`config.mk`:
```
export PLATFORM = sky130hd
export DESIGN_NAME = tern_line_encoder
export DESIGN_NICKNAME = d
export VERILOG_FILES = /design/src/rtl/tern_pkg.sv /design/src/rtl/tern_phase_ctrl.sv /design/src/rtl/tern_ami_polarity.sv /design/src/rtl/tern_level_map.sv /design/src/rtl/tern_line_encoder.sv
export SDC_FILE = /design/constraint.sdc
export NUM_CORES = 1
export LEC_CHECK = 0
export BUFFER_PORTS_ARGS = -buffer_cell sky130_fd_sc_hd__buf_2
export CORE_AREA = 3 3 40 42
export DETAILED_ROUTE_END_ITERATION = 8
export DIE_AREA = 0 0 43 45
export PLACE_DENSITY = 0.47
export SETUP_SLACK_MARGIN = 0.15
export SLEW_MARGIN = 0
export SYNTH_ARGS = -nofsm -noshare
export SYNTH_HDL_FRONTEND = slang
export SYNTH_SLANG_ARGS = --single-unit
export TNS_END_PERCENT = 20
```
`constraint.sdc`:
```
create_clock -name clk -period 0.8 [get_ports clk]
set_input_delay 0.24 -clock clk [delete_from_list [all_inputs] [get_ports clk]]
set_output_delay 0.24 -clock clk [all_outputs]
set_load 0.05 [all_outputs]
```
`src/rtl/tern_pkg.sv`:
```
// Package: shared types for the ternary line encoder.
// Assumes: one mode bit; encoders of more modes would widen the enum.
package tern_pkg;

    // Line encoding selected per bit
    typedef enum logic {
        MODE_RZB = 1'b0,
        MODE_AMI = 1'b1
    } tern_mode_e;

    // Contents of the bit slot currently on the line
    typedef struct packed {
        logic       busy;   // a bit is being sent
        logic       half;   // 0: first half, 1: second half
        logic       data;   // the bit being sent
        tern_mode_e mode;   // encoding captured with the bit
    } tern_slot_t;

endpackage

```
`src/rtl/tern_phase_ctrl.sv`:
```
// Module: tern_phase_ctrl
// Accepts bits through valid/ready and steps each one through two
// half-periods of the double-rate clock.
// Assumes: clk runs at twice the bit rate; rst_n is synchronous, active low.
module tern_phase_ctrl
    import tern_pkg::*;
(
    input  logic       clk,
    input  logic       rst_n,
    input  logic       mode_sel,
    input  logic       in_valid,
    input  logic       in_bit,
    output logic       in_ready,
    output logic       take,
    output tern_slot_t slot
);

    // Ready when idle or the current bit is in its last half
    always_comb begin
        in_ready = !slot.busy || slot.half;
        take     = in_valid && in_ready;
    end

    // Slot sequencing: load on take, first half -> second half -> idle
    always_ff @(posedge clk) begin
        if (!rst_n) begin
            slot <= '{busy: 1'b0, half: 1'b0, data: 1'b0, mode: MODE_RZB};
        end else if (take) begin
            slot.busy <= 1'b1;
            slot.half <= 1'b0;
            slot.data <= in_bit;
            slot.mode <= tern_mode_e'(mode_sel);
        end else if (slot.busy && !slot.half) begin
            slot.half <= 1'b1;
        end else begin
            slot.busy <= 1'b0;
            slot.half <= 1'b0;
        end
    end

    // a first half is always followed by a second half
    p_half_follows_r2: assert property (@(posedge clk) disable iff (!rst_n)
        (slot.busy && !slot.half) |=> (slot.busy && slot.half));

    // no bit can be taken during a first half
    p_no_take_first_half_r2: assert property (@(posedge clk) disable iff (!rst_n)
        (slot.busy && !slot.half) |-> !in_ready);

    // the captured mode does not move inside a bit
    p_mode_held_r10: assert property (@(posedge clk) disable iff (!rst_n)
        (slot.busy && !slot.half) |=> $stable(slot.mode));

endmodule

```
`src/rtl/tern_ami_polarity.sv`:
```
// Module: tern_ami_polarity
// Keeps the sign for the next alternate-mark-inversion mark and latches
// the sign for the mark now on the line.
// Assumes: take/mode/bit are the values presented at the accepting edge.
module tern_ami_polarity
    import tern_pkg::*;
(
    input  logic clk,
    input  logic rst_n,
    input  logic take,
    input  logic mode_sel,
    input  logic in_bit,
    output logic mark_neg
);

    logic next_neg;
    logic mark_take;

    // An AMI one consumes one polarity step
    always_comb mark_take = take && (tern_mode_e'(mode_sel) == MODE_AMI) && in_bit;

    // Polarity state: start positive, flip on every AMI mark
    always_ff @(posedge clk) begin
        if (!rst_n) begin
            next_neg <= 1'b0;
            mark_neg <= 1'b0;
        end else if (mark_take) begin
            mark_neg <= next_neg;
            next_neg <= !next_neg;
        end
    end

    // each AMI mark moves the polarity
    p_flip_on_mark_r7: assert property (@(posedge clk) disable iff (!rst_n)
        mark_take |=> (next_neg != $past(next_neg)));

    // anything else leaves the polarity alone
    p_hold_otherwise_r9: assert property (@(posedge clk) disable iff (!rst_n)
        !mark_take |=> $stable(next_neg));

endmodule

```
`src/rtl/tern_level_map.sv`:
```
// Module: tern_level_map
// Maps the slot on the line and the mark sign to a signed line code.
// Assumes: CODE_W >= 2; the code is two's complement of +1, 0, -1.
module tern_level_map
    import tern_pkg::*;
#(
    parameter int CODE_W = 2
) (
    input  logic              clk,
    input  logic              rst_n,
    input  tern_slot_t        slot,
    input  logic              mark_neg,
    output logic [CODE_W-1:0] line_code
);

    localparam logic [CODE_W-1:0] LVL_POS  = CODE_W'(1);
    localparam logic [CODE_W-1:0] LVL_ZERO = '0;
    localparam logic [CODE_W-1:0] LVL_NEG  = '1;

    // Level selection per mode and half
    always_comb begin
        line_code = LVL_ZERO;
        if (slot.busy) begin
            if (slot.mode == MODE_RZB) begin
                if (!slot.half) line_code = slot.data ? LVL_POS : LVL_NEG;
            end else if (slot.data) begin
                line_code = mark_neg ? LVL_NEG : LVL_POS;
            end
        end
    end

    // only the three legal codes appear
    p_code_legal_r1: assert property (@(posedge clk) disable iff (!rst_n)
        (line_code == LVL_POS) || (line_code == LVL_ZERO) || (line_code == LVL_NEG));

    // idle line is zero
    p_idle_zero_r9: assert property (@(posedge clk) disable iff (!rst_n)
        !slot.busy |-> (line_code == LVL_ZERO));

    // return-to-zero bipolar second half is zero
    p_rz_second_zero_r5: assert property (@(posedge clk) disable iff (!rst_n)
        (slot.busy && slot.half && slot.mode == MODE_RZB) |-> (line_code == LVL_ZERO));

endmodule

```
`src/rtl/tern_line_encoder.sv`:
```
// Module: tern_line_encoder (top)
// Three-level line encoder with return-to-zero bipolar and alternate mark
// inversion modes, fed one bit per two clocks through valid/ready.
// Assumes: clk at twice the bit rate; synchronous active-low reset.
module tern_line_encoder
    import tern_pkg::*;
#(
    parameter int CODE_W = 2
) (
    input  logic              clk,
    input  logic              rst_n,
    input  logic              mode_sel,
    input  logic              in_valid,
    input  logic              in_bit,
    output logic              in_ready,
    output logic [CODE_W-1:0] line_code
);

    tern_slot_t slot;
    logic       take;
    logic       mark_neg;

    tern_phase_ctrl u_phase (
        .clk      (clk),
        .rst_n    (rst_n),
        .mode_sel (mode_sel),
        .in_valid (in_valid),
        .in_bit   (in_bit),
        .in_ready (in_ready),
        .take     (take),
        .slot     (slot)
    );

    tern_ami_polarity u_pol (
        .clk      (clk),
        .rst_n    (rst_n),
        .take     (take),
        .mode_sel (mode_sel),
        .in_bit   (in_bit),
        .mark_neg (mark_neg)
    );

    tern_level_map #(.CODE_W(CODE_W)) u_map (
        .clk       (clk),
        .rst_n     (rst_n),
        .slot      (slot),
        .mark_neg  (mark_neg),
        .line_code (line_code)
    );

    // an AMI bit keeps its level through the second half
    p_ami_hold_r7: assert property (@(posedge clk) disable iff (!rst_n)
        (slot.busy && !slot.half && slot.mode == MODE_AMI) |=> $stable(line_code));

    // an AMI zero is zero on the line
    p_ami_zero_r6: assert property (@(posedge clk) disable iff (!rst_n)
        (slot.busy && slot.mode == MODE_AMI && !slot.data) |-> (line_code == '0));

endmodule

```
==> results.json <==
{
  "drc_errors": 0,
  "coreArea_um2": 1285,
  "vias": 246,
  "end_kind": "primary output",
  "crit_chain": "nor3_2, a31oi_2, nor2b_4, buf_6",
  "htree_levels": 1,
  "cts_tree": "done",
  "fin_crit_ns": 1.336,
  "fin_worst_skew_ns": 0.001172,
  "layout.nets": 50,
  "final_cell_mix": "4 x buf_2, 4 x buf_6",
  "ant_nets": 0,
  "r2r_slack_ns": -0.24,
  "syn2layout_area_growth_pct": 57.33,
  "ys_warn_count": 0,
  "dp.final_hpwl_um": 471.9,
  "root_buffer": "clkbuf_4",
  "worstSetupPathType": "reg -> out",
  "synth_cell_types": 17,
  "hp-class": "in -> reg",
  "clk_path_buf_depth": 2,
  "powerDensity_nw_per_um2": 1853,
  "numClockSinks": 6,
  "path_buf_inv": 1,
  "cts_buffers": 3,
  "rsz0062_at_grt": "yes",
  "worst_slew_pin_slew_ns": 0.1894,
  "via_per_inst": 4.241,
  "stdcell_count": 58,
  "worstPathArrival_ns": 1.10,
  "initial_core_util": 0.2191,
  "die_area_um2": 1935,
  "port_buffers": 7,
  "synth_nets": 34,
  "ys_ff_latch": 6,
  "r2r_end": "u_phase.slot[1]",
  "clk_pin_slew_ns": 0.05,
  "antenna_found_initial": 0,
  "ctsHoldBuffers": 0,
  "worst-r2r-cell-count": 6,
  "pre_cts_ws_ns": -0.3884,
  "cp.depth": 4,
  "die_x_um": 43,
  "r2r-start": "u_phase.slot[2]",
  "gp_congestion": 0.6480,
  "max_freq_mhz": 748.4,
  "worst_hold_slack_ns": 0.2866,
  "start_kind": "flip-flop",
  "vdd_drop_max_mv": 0.5860,
  "hold_viol_final": 0,
  "crit_end": "line_code[1]",
  "maxCapViolCount": 0,
  "slew_headroom": 0.8733,
  "critPathMaxStageDelay_ns": 0.33,
  "final_util": 0.3447,
  "rows": 13,
  "die_h_um": 45,
  "syn_inst": 29,
  "worstPathMaxFanout": 3,
  "first_pass_iters": 5,
  "drive_above_1_share": 0.6279,
  "critPathRequiredTime_ns": 0.56,
  "avgSynthCellArea_um2": 9.708,
  "wirelength_um": 676,
  "drv_slew": 0,
  "seq_area_frac_synth": 0.4267,
  "grt_pass1_vias": 270,
  "clock_latency_ns": 0.24,
  "cts_setup_buffers": 0,
  "netlist_area_um2": 281.5,
  "dr.first_iter.drc_count": 8,
  "dp.cells": 55,
  "fin_crit_sh": 1.670,
  "power_mw": 0.8209,
  "grt_use_total": 0.08932,
  "globalRouteOverflowTotal": 0,
  "diodes": 0,
  "power_leakage_nw": 0.1936,
  "violations": "negative setup slack",
  "crit_slowest_cell": "dfxtp_2",
  "avgRoutedWirePerCell_um": 11.66,
  "setup_ws_ns": -0.5362,
  "status": "finished, violations left",
  "grt_start_max_net_pins": 8,
  "grt_pass1_wl_mm": 1.186,
  "io_pins": 8,
  "path_delay_family": "flip-flops",
  "startpoint": "u_phase.slot[2]",
  "finalSetupViolCount": 9
}
==> state kept, by name (all words and copies together), names as in the netlist <==
signal and count:
u_pol.mark_neg 1, u_phase.slot 4, u_pol.next_neg 1
==> metal layers <==
layer  GRT usage  wire [um]  part of all wire
met5           0          0                 0
met2      0.1497        361              0.53
met1     0.09466        255              0.38
met3     0.02390         40             0.059
met4     0.07229         18             0.027
==> logic make-up after synthesis <==
logic type / count (synthesis) / share of synthesized area
simple gates: 12 / 0.3111
compound gates: 7 / 0.1555
mux: 2 / 0.07111
flops: 6 / 0.4267
buf+inv: 2 / 0.03556
==> area by class of cell <==
type                       instances  area (um2)
tap                               15       18.77
fill                             135       842.1
multi-input combinational         21       180.2
timing repair buffer              11       87.58
clock buffer                       3       22.52
sequential                         6       123.9
inverter                           2       10.01
==> synthesized netlist by cell type <==
cell	number	area share
and2_2	1	0.027
nor2b_4	1	0.049
a31oi_1	1	0.022
inv_4	1	0.022
a21boi_0	1	0.027
nand2b_1	1	0.022
nor3_1	1	0.018
nand2_1	3	0.040
mux2i_1	2	0.071
nand3_1	2	0.036
a21boi_1	2	0.053
dfxtp_1	6	0.43
nor2b_1	1	0.022
and2_1	1	0.022
o21ai_0	3	0.053
inv_1	1	0.013
nand4_4	1	0.076
==> worst min-delay path by stage <==
stage | start | to | slack, ns | cells past startpoint
after global routing | mode_sel | u_phase.slot[0] | 0.29 | 3
final | mode_sel | u_phase.slot[0] | 0.29 | 3
after CTS | mode_sel | u_phase.slot[0] | 0.26 | 3
after global placement | u_pol.next_neg | u_pol.mark_neg | 0.46 | 2
after floorplan | rst_n | u_phase.slot[2] | 0.38 | 1
after detailed placement | u_pol.mark_neg | u_pol.mark_neg | 0.46 | 2
==> power breakdown <==
group / leakage [nW] / internal [mW] / switching [mW]
Combinational: 0.129 / 0.0926 / 0.111
Sequential: 0.0504 / 0.317 / 0.0147
Clock: 0.0138 / 0.170 / 0.115
Total: 0.194 / 0.580 / 0.241
==> what timing repair did <==
item                       4_1_cts  5_1_grt
setup endpoints to repair        9        9
gates resized for setup         12        1
pin swaps                        3        2
==> tightest hold or removal path, delay by kind of cell <==
family / cells / cell delay (ns)
and+or+nand+nor: 1 / 0.06
buffers and inverters: 1 / 0.13
AOI/OAI and AO/OA: 1 / 0.05
==> through the flow <==
stage | area [um2] | TNS (ns)
4_1_cts | 439.2 | -2.667
3_3_place_gp | 380.4 | -2.055
6_report | 442.9 | -2.628
5_1_grt | 442.9 | -3.045
3_5_place_dp | 380.4 | -2.203
2_1_floorplan | 296.5 | -1.010
(Power assumes the default switching activity.)
